===== src/rtl/dbg_cnt_pkg.sv =====
package dbg_cnt_pkg;

    typedef enum logic [1:0] {
        MODE_BENCH = 2'd0,
        MODE_EVT32 = 2'd1,
        MODE_EVT16 = 2'd2,
        MODE_HOLD  = 2'd3
    } cnt_mode_e;

endpackage


===== src/rtl/dbg_cnt_step.sv =====
// Next value of one counter slice: clear beats count, natural wrap.
module dbg_cnt_step #(
    parameter int W = 16
) (
    input  logic [W-1:0] cur,
    input  logic         en,
    input  logic         clr,
    output logic [W-1:0] nxt
);
    always_comb begin
        if (clr)      nxt = '0;
        else if (en)  nxt = cur + W'(1);
        else          nxt = cur;
    end
endmodule


===== src/rtl/dbg_cnt_cmp.sv =====
// Match test on the pre-increment value of one event counter.
module dbg_cnt_cmp #(
    parameter int W = 16
) (
    input  logic [W-1:0] cur,
    input  logic [W-1:0] match,
    input  logic         en,
    input  logic         clr,
    output logic         hit
);
    always_comb hit = en && !clr && (cur == match);
endmodule


===== src/rtl/dbg_evt_counter.sv =====
module dbg_evt_counter
    import dbg_cnt_pkg::*;
#(
    parameter int WIDE_W = 40,
    parameter int EVT_W  = 32,
    parameter int LANE_W = 16
) (
    input  logic                        clk,
    input  logic                        rst_n,
    input  logic [EVT_W/LANE_W-1:0]     cnt_en,
    input  logic [EVT_W/LANE_W-1:0]     clr_hit,
    input  logic                        mode_we,
    input  logic [1:0]                  mode_wdata,
    input  logic                        init_we,
    input  logic [WIDE_W-1:0]           init_wdata,
    input  logic [EVT_W-1:0]            match_wdata,
    input  logic                        match_we,
    output logic [WIDE_W-1:0]           cnt_val,
    output logic [EVT_W/LANE_W-1:0]     dbg_evt
);
    localparam int N_LANES = EVT_W / LANE_W;

    typedef struct packed {
        cnt_mode_e          mode;
        logic [WIDE_W-1:0]  cnt;
        logic [WIDE_W-1:0]  init;
        logic [EVT_W-1:0]   match;
    } st_t;

    st_t st_d, st_q;

    cnt_mode_e          mode_q;
    logic [WIDE_W-1:0]  init_q;
    assign mode_q = st_q.mode;
    assign init_q = st_q.init;

    // Benchmark counter: full width, no match.
    logic [WIDE_W-1:0] wide_nxt;
    dbg_cnt_step #(.W(WIDE_W)) u_wide_step (
        .cur (st_q.cnt),
        .en  (cnt_en[0]),
        .clr (clr_hit[0]),
        .nxt (wide_nxt)
    );

    // Single event counter.
    logic [EVT_W-1:0] e32_nxt;
    logic             e32_hit;
    dbg_cnt_step #(.W(EVT_W)) u_e32_step (
        .cur (st_q.cnt[EVT_W-1:0]),
        .en  (cnt_en[0]),
        .clr (clr_hit[0]),
        .nxt (e32_nxt)
    );
    dbg_cnt_cmp #(.W(EVT_W)) u_e32_cmp (
        .cur   (st_q.cnt[EVT_W-1:0]),
        .match (st_q.match),
        .en    (cnt_en[0]),
        .clr   (clr_hit[0]),
        .hit   (e32_hit)
    );

    // Split event counters, one per lane, no carry between them.
    logic [EVT_W-1:0]   lane_nxt;
    logic [N_LANES-1:0] lane_hit;
    for (genvar g = 0; g < N_LANES; g++) begin : g_lane
        dbg_cnt_step #(.W(LANE_W)) u_step (
            .cur (st_q.cnt[g*LANE_W +: LANE_W]),
            .en  (cnt_en[g]),
            .clr (clr_hit[g]),
            .nxt (lane_nxt[g*LANE_W +: LANE_W])
        );
        dbg_cnt_cmp #(.W(LANE_W)) u_cmp (
            .cur   (st_q.cnt[g*LANE_W +: LANE_W]),
            .match (st_q.match[g*LANE_W +: LANE_W]),
            .en    (cnt_en[g]),
            .clr   (clr_hit[g]),
            .hit   (lane_hit[g])
        );
    end

    logic [N_LANES-1:0] evt_c;

    always_comb begin
        st_d  = st_q;
        evt_c = '0;
        if (init_we)  st_d.init  = init_wdata;
        if (match_we) st_d.match = match_wdata;
        if (mode_we) begin
            st_d.mode = cnt_mode_e'(mode_wdata);
            st_d.cnt  = init_q;
        end else begin
            unique case (mode_q)
                MODE_BENCH: st_d.cnt = wide_nxt;
                MODE_EVT32: begin
                    st_d.cnt[EVT_W-1:0] = e32_nxt;
                    evt_c[0]            = e32_hit;
                end
                MODE_EVT16: begin
                    st_d.cnt[EVT_W-1:0] = lane_nxt;
                    evt_c               = lane_hit;
                end
                default: ;
            endcase
        end
    end

    always_ff @(posedge clk) begin
        if (!rst_n) begin
            st_q <= '{mode: MODE_BENCH, cnt: '0, init: '0, match: '0};
        end else begin
            st_q <= st_d;
        end
    end

    assign cnt_val = st_q.cnt;
    assign dbg_evt = evt_c;

endmodule


===== config.mk =====
export PLATFORM = sky130hd
export DESIGN_NAME = dbg_evt_counter
export DESIGN_NICKNAME = d
export VERILOG_FILES = /design/src/rtl/dbg_cnt_pkg.sv /design/src/rtl/dbg_cnt_step.sv /design/src/rtl/dbg_cnt_cmp.sv /design/src/rtl/dbg_evt_counter.sv
export SDC_FILE = /design/constraint.sdc
export NUM_CORES = 1
export LEC_CHECK = 0
export ABC_AREA = 1
export ABC_CLOCK_PERIOD_IN_PS = 2500
export BUFFER_PORTS_ARGS = -buffer_cell sky130_fd_sc_hd__buf_2
export CORE_AREA = 2 2 124 126
export CTS_CLUSTER_DIAMETER = 150
export DETAILED_ROUTE_END_ITERATION = 6
export DIE_AREA = 0 0 126 128
export PLACE_DENSITY = 0.65
export SLEW_MARGIN = 20
export SYNTH_ARGS = -nofsm -noshare
export SYNTH_HDL_FRONTEND = slang
export SYNTH_SLANG_ARGS = --single-unit

===== constraint.sdc =====
create_clock -name clk -period 2.5 [get_ports clk]
set_clock_uncertainty 0.15 [all_clocks]
set_input_delay 0.375 -clock clk [delete_from_list [all_inputs] [get_ports clk]]
set_output_delay 0.375 -clock clk [all_outputs]
set_load 0.02 [all_outputs]

* Yosys cells after proc, flatten, opt, wreduce, memory -nomap -nowiden *
Index checks and enable logic that the tools add are counted.

word-level totals
  bits in registers = 114
  output and inout bits = 42

cells by class
  reductions and logical operators = 14
  multiplexer cells = 14
  equal/unequal tests = 9
  add/subtract/negate cells = 4

operators with widths
  kind                                                                   count
  40-bit 2-to-1 mux                                                      3
  32-bit one-hot mux with 3 select lines                                 1
  16-bit 2-to-1 mux                                                      4
  32-bit 2-to-1 mux                                                      2
  40-bit by 1-bit adder with 40-bit output, second input constant        1
  16-bit by 1-bit adder with 16-bit output, second input constant        2
  32-bit by 1-bit adder with 32-bit output, second input constant        1
  16-bit equality test                                                   2
  32-bit equality test                                                   1
  4-bit inequality test, second input constant                           4
  8-bit 2-to-1 mux                                                       1
  4-bit AND reduction                                                    2
  1-bit logical AND                                                      5
  4-bit nonzero test                                                     1
  3-bit nonzero test                                                     1
  2-bit by 1-bit equality test with 1-bit output, second input constant  1
  2-bit equality test, second input constant                             1
  1-bit logical NOT                                                      2
  2-bit logical NOT                                                      1
  2-bit 2-to-1 mux                                                       1
  1-bit one-hot mux with 2 select lines                                  1
  2-bit AND reduction                                                    1
  2-bit nonzero test                                                     1
  1-bit 2-to-1 mux                                                       1

* Logic depth before layout (Yosys ltp) *
  depth after elaboration = 5
  mapped depth = 12
  mapped depth without buffers = 12

* By module *
A second synthesis with hierarchy kept.

second synthesis, totals
  cell total of the unflattened synthesis = 1,810
  area total of the unflattened synthesis = 10,334.9 um2

modules (own cells, without submodules)
  module                             times used  seq. area each (um2)  cells each  area an instance (um2)
  dbg_evt_counter                    1           2,282.2               839         5,809.3
  dbg_cnt_step (u_wide_step)         1           0.0                   295         1,403.8
  dbg_cnt_step (u_e32_step)          1           0.0                   227         1,081.0
  dbg_cnt_cmp (u_e32_cmp)            1           0.0                   142         596.8
  dbg_cnt_cmp (g_lane[0].u_cmp ...)  2           0.0                   63          280.3
  dbg_cnt_step (g_lane[1].u_step)    1           0.0                   92          459.2
  dbg_cnt_step (g_lane[0].u_step)    1           0.0                   89          424.2

* Worst setup path before layout *
OpenSTA, ideal clock, no wires.

  path kind = register to output
  start point = register st_q, in the netlist cnt_val[25]
  end point = output dbg_evt[1]
  stages on the path, launching flop included = 7
  path slack = 0.463 ns
  data arrival time = 1.512 ns
  required time = 1.975 ns
  buffers on the path = 1
  path through = dfxtp_1 buf_2 xnor2_1 nand4_1 nor3_1 nand2_1 nor3_1

on the way
  cells in the longest elaborated chain, start to end = 4

ends and longest elaborated chain
  element                   RTL line                source
  start: declaration        dbg_evt_counter.sv:30   st_t st_d, st_q;
  start signal: assignment  dbg_evt_counter.sv:110  st_q <= '{mode: MODE_BENCH, cnt: '0, init: '0, match: '0};
  start signal: assignment  dbg_evt_counter.sv:112  st_q <= st_d;
  16-bit equality test      dbg_cnt_cmp.sv:11       always_comb hit = en && !clr && (cur == match);
  1-bit logical AND         dbg_cnt_cmp.sv:11
  1-bit 2-to-1 mux          dbg_evt_counter.sv:93   unique case (mode_q)
  2-bit 2-to-1 mux          dbg_evt_counter.sv:89   if (mode_we) begin
  end: declaration          dbg_evt_counter.sv:19   output logic [EVT_W/LANE_W-1:0] dbg_evt

No other way between the ends.

* Final worst setup path *
  start point = register st_q, in the netlist mode_q[1]
  end point = output dbg_evt[0]

on the way
  cells in the longest elaborated chain, start to end = 3

ends and longest elaborated chain
  element                                                                                       RTL line
  2-bit equality test / 2-bit by 1-bit equality test with 1-bit output (equally long branches)  dbg_evt_counter.sv:93
  1-bit one-hot mux with 2 select lines (*)                                                     dbg_evt_counter.sv:93
  2-bit 2-to-1 mux (*)                                                                          dbg_evt_counter.sv:89

Mark *: on every way between the ends. The rest lies on a longest branch, timed or not.

==> out/summary.txt <==
run status: finished, final reports clean
wire length of the first global-routing pass: 33,400 µm
Cell variety after synth: 42
reg2reg path depth: 10
sort of element at the start of the critical path: register
1st-iter DRT viols: 515
number of violations of the max-capacitance limit: 0
kind of capture point of the worst setup path: output port
RSZ-0062 raised after global routing: no
final total power: 0.005397 W
post-place instance area: 0.007371 mm²
area taken by flip-flops and latches: 0.002292 mm²
count of buffers from port buffering: 124
share of the clock period used by the worst path after layout: 96.69%
routed via count divided by cell count: 5.245
Placement Setup Slack: 0.3085 ns
RR Endpoint: cnt_val[38]
I/O pin count: 125
number of placement rows: 45
residual antenna-violating net count after detailed routing: 0
Post-Synthesis Net Count: 1,090
first-pass iteration count of the detailed router: 5
total routing resource utilization after global routing: 26.27%
wire length per cell: 15.44 µm
reg-to-reg setup timing slack: 0.40 ns
critical path, cell by cell: inv_2 -> ha_4 -> nand2_1 -> a21oi_1 -> nand4_1 -> nor2_1 -> nand3_1 -> a21oi_2 -> buf_6
crit-path max cell delay: 0.33 ns
leakage power summed over all cells: 3.568 nW
highest clock rate: 413.7 MHz
slowest CP cell: sky130_fd_sc_hd__dfxtp_2
CP required: 1.98 ns
CP Data Arrival Time: 1.89 ns
overall die width: 126 µm
class of the most critical setup path: register to output port
max-slew violation count: 0
fin worst setup slack: 0.08270 ns
HP Class: input port to register
final weighted congestion in routability-driven placement: 0.9676
time the worst path needs with I/O delays and setup: 2.417 ns
initial antenna violation count: 0
number of levels the H-tree was split into: 4
Synth Instances: 1,002
final setup violating endpoints: 0
yosys synthesis warning count: 0
total gr overflow: 0
fin cells: 1,330
number of global-route vias before repair: 6,569
startpoint of the tightest hold check path: init_wdata[36]
Antenna Diode Count: 0
synthesized area per cell: 6.471 µm²
final count of hold timing violations: 0
starting density of the core: 43.62%
register bit total from synthesis: 114
sink of the worst hold path: init_q[36]
area of the placeable core: 0.01486 mm²
dpl cells: 1,298
Final Routed Wirelength: 20,540 µm
peak supply drop: 501.9 µV
share of cells above drive strength 1: 23.20%
worst-path fanout max: 4
vias: 6,976
number of nets in the final layout: 1,218
sink count of the clock tree: 114
register area share after synthesis: 35.20%
Relative slew margins: 46.17%
PwrDens: 671.7 mW/mm²
largest net degree at the start of global routing: 58
clock root buffer master: sky130_fd_sc_hd__clkbuf_16
summed instance area of the synthesized netlist: 0.006484 mm²
synthesis-to-layout area growth: 23.93%
CTS buffer count: 17
Worst-Margin Slew: 0.8065 ns
number of fill cells: 1,565
CTS tree: built
detailed placer's ending HPWL: 15,580 µm
post-route DRC violation count: 0
clock transition at the registers of the reported paths: 0.06 ns
DIE AREA: 0.01613 mm²
worst-skew pair later-pin latency: 0.42 ns
floorplan die height: 128 µm
final-layout setup total negative slack: 0 ns
number of cells on the worst hold path: 3
post-route design area: 0.008035 mm²
footprint of the multi-input gates: 0.003752 mm²
worst r2r src: cnt_val[0]
Max Root-Sink Buffers: 2
cells in the final DEF (no fill, tap or decap), types with 3 or more instances in the layout:
cell and n:
sky130_fd_sc_hd__nor2_1 221, sky130_fd_sc_hd__nand2_1 154, sky130_fd_sc_hd__buf_2 122, sky130_fd_sc_hd__o21ai_0 110, sky130_fd_sc_hd__dfxtp_1 106, sky130_fd_sc_hd__a21oi_1 85, sky130_fd_sc_hd__inv_1 64, sky130_fd_sc_hd__nand3_1 53
sky130_fd_sc_hd__buf_4 32, sky130_fd_sc_hd__nand4_1 22, sky130_fd_sc_hd__xnor2_1 17, sky130_fd_sc_hd__clkbuf_16 17, sky130_fd_sc_hd__nor2_2 16, sky130_fd_sc_hd__nand2_2 15, sky130_fd_sc_hd__inv_2 11, sky130_fd_sc_hd__or2_2 10
sky130_fd_sc_hd__dfxtp_2 8, sky130_fd_sc_hd__nor2_4 7, sky130_fd_sc_hd__o21ai_1 7, sky130_fd_sc_hd__a221oi_1 6, sky130_fd_sc_hd__xor2_1 4, sky130_fd_sc_hd__nor3_1 4, sky130_fd_sc_hd__ha_1 4, sky130_fd_sc_hd__clkinv_2 4
sky130_fd_sc_hd__o21bai_1 3, sky130_fd_sc_hd__bufinv_16 3
worst max-delay path, delay by kind of cell, from the launching register on:
| kind | cells | cell delay (ns) |
|---|---|---|
| AOI/OAI and AO/OA | 2 | 0.28 |
| adders and majority gates | 1 | 0.27 |
| buffers and inverters | 2 | 0.20 |
| DFF | 1 | 0.33 |
| and+or+nand+nor | 4 | 0.40 |
area by class of cell:
| cell class | instances | area share (%) |
|---|---|---|
| Clock inverter | 10 | 1.666 |
| Sequential cell | 114 | 28.53 |
| Tap cell | 188 | 2.927 |
| Clock buffer | 21 | 5.730 |
| Inverter | 76 | 3.581 |
| Multi-Input combinational cell | 765 | 46.70 |
| Timing Repair Buffer | 156 | 10.87 |
report_power, final:
group,total [W],leakage (nW),internal (W),switching [W]
Clock,0.00246,0.289,0.00161,0.000852
Sequential,0.00209,0.947,0.00196,0.000128
Combinational,0.000854,2.33,0.000327,0.000528
Total,0.00540,3.57,0.00389,0.00151
worst max-delay path by stage:
stage | from | endpoint | slack, ns | depth (start not counted)
CTS | cnt_val[31] | dbg_evt[1] | 0.01 | 7
global route | mode_q[0] | dbg_evt[0] | 0.001 | 9
global placement | cnt_val[30] | dbg_evt[1] | 0.32 | 7
finish | mode_q[1] | dbg_evt[0] | 0.08 | 9
detailed placement | mode_we | dbg_evt[0] | 0.31 | 9
floorplan | cnt_val[25] | dbg_evt[1] | 0.46 | 6
synthesized netlist by cell type, drive strengths merged:
cell type  number  area share [%]
nor2          245              16
nand2         171              11
o21ai         118             9.2
dfxtp         114              35
a21oi          87             6.8
inv            76             4.4
nand3          54             4.2
clkbuf         32             1.9
nand4          22             2.1
xnor2          17             2.3
buf            15             1.3
or2            12             1.2
nor3            8            0.79
a221oi          6            0.81
ha              5            0.96
xor2            4            0.54
o21bai          3            0.35
nand3b          2            0.23
o2111ai         2            0.27
o22ai           2            0.19
o31ai           2            0.23
a211oi          1            0.12
a31oi           1           0.097
o211ai          1            0.12
o21a            1            0.12
o221ai          1            0.14
flip-flops by register name, indices dropped and copies added, names as in the netlist:
| name | flops |
|---|---|
| cnt_val | 40 |
| init_q | 40 |
| st_q | 32 |
| mode_q | 2 |
stage by stage:
| stage | util, % | hold slack (ns) |
|---|---|---|
| 2_1_floorplan | - | 0.2899 |
| 3_3_place_gp | 49.59 | 0.3118 |
| 3_5_place_dp | 49.59 | 0.3282 |
| 4_1_cts | 53.76 | 0.01581 |
| 5_1_grt | 54.06 | 0.01864 |
| 6_report | 54.06 | 0.02703 |
logic make-up after synthesis:
logic type               after synthesis  share of synthesized area [%]
buffers and inverters                123                          7.545
XOR/XNOR                              21                          2.837
adder cells (fa/ha/maj)                5                         0.9649
flip-flops                           114                          35.20
AO/OA/AOI/OAI                        225                          18.37
AND/OR/NAND/NOR                      514                          35.08
repair_timing:
item / in CTS / in global routing
resized for setup: 9 / 15
pin swaps: 0 / 4
setup buffers: 0 / 1
hold buffers: 0 / 0
setup endpoints to repair: 2 / 2
per-layer routing:
metal	share of wire [%]	up-vias	wire length, µm	global-route usage, %
met5	0	-	0	0
met4	3.1	0	632	10.60
met3	5.9	38	1221	5.384
met2	48	203	9813	44.53
met1	43	3183	8867	32.75
li1	-	3552	-	-
Power figures use the tool's default switching activity.
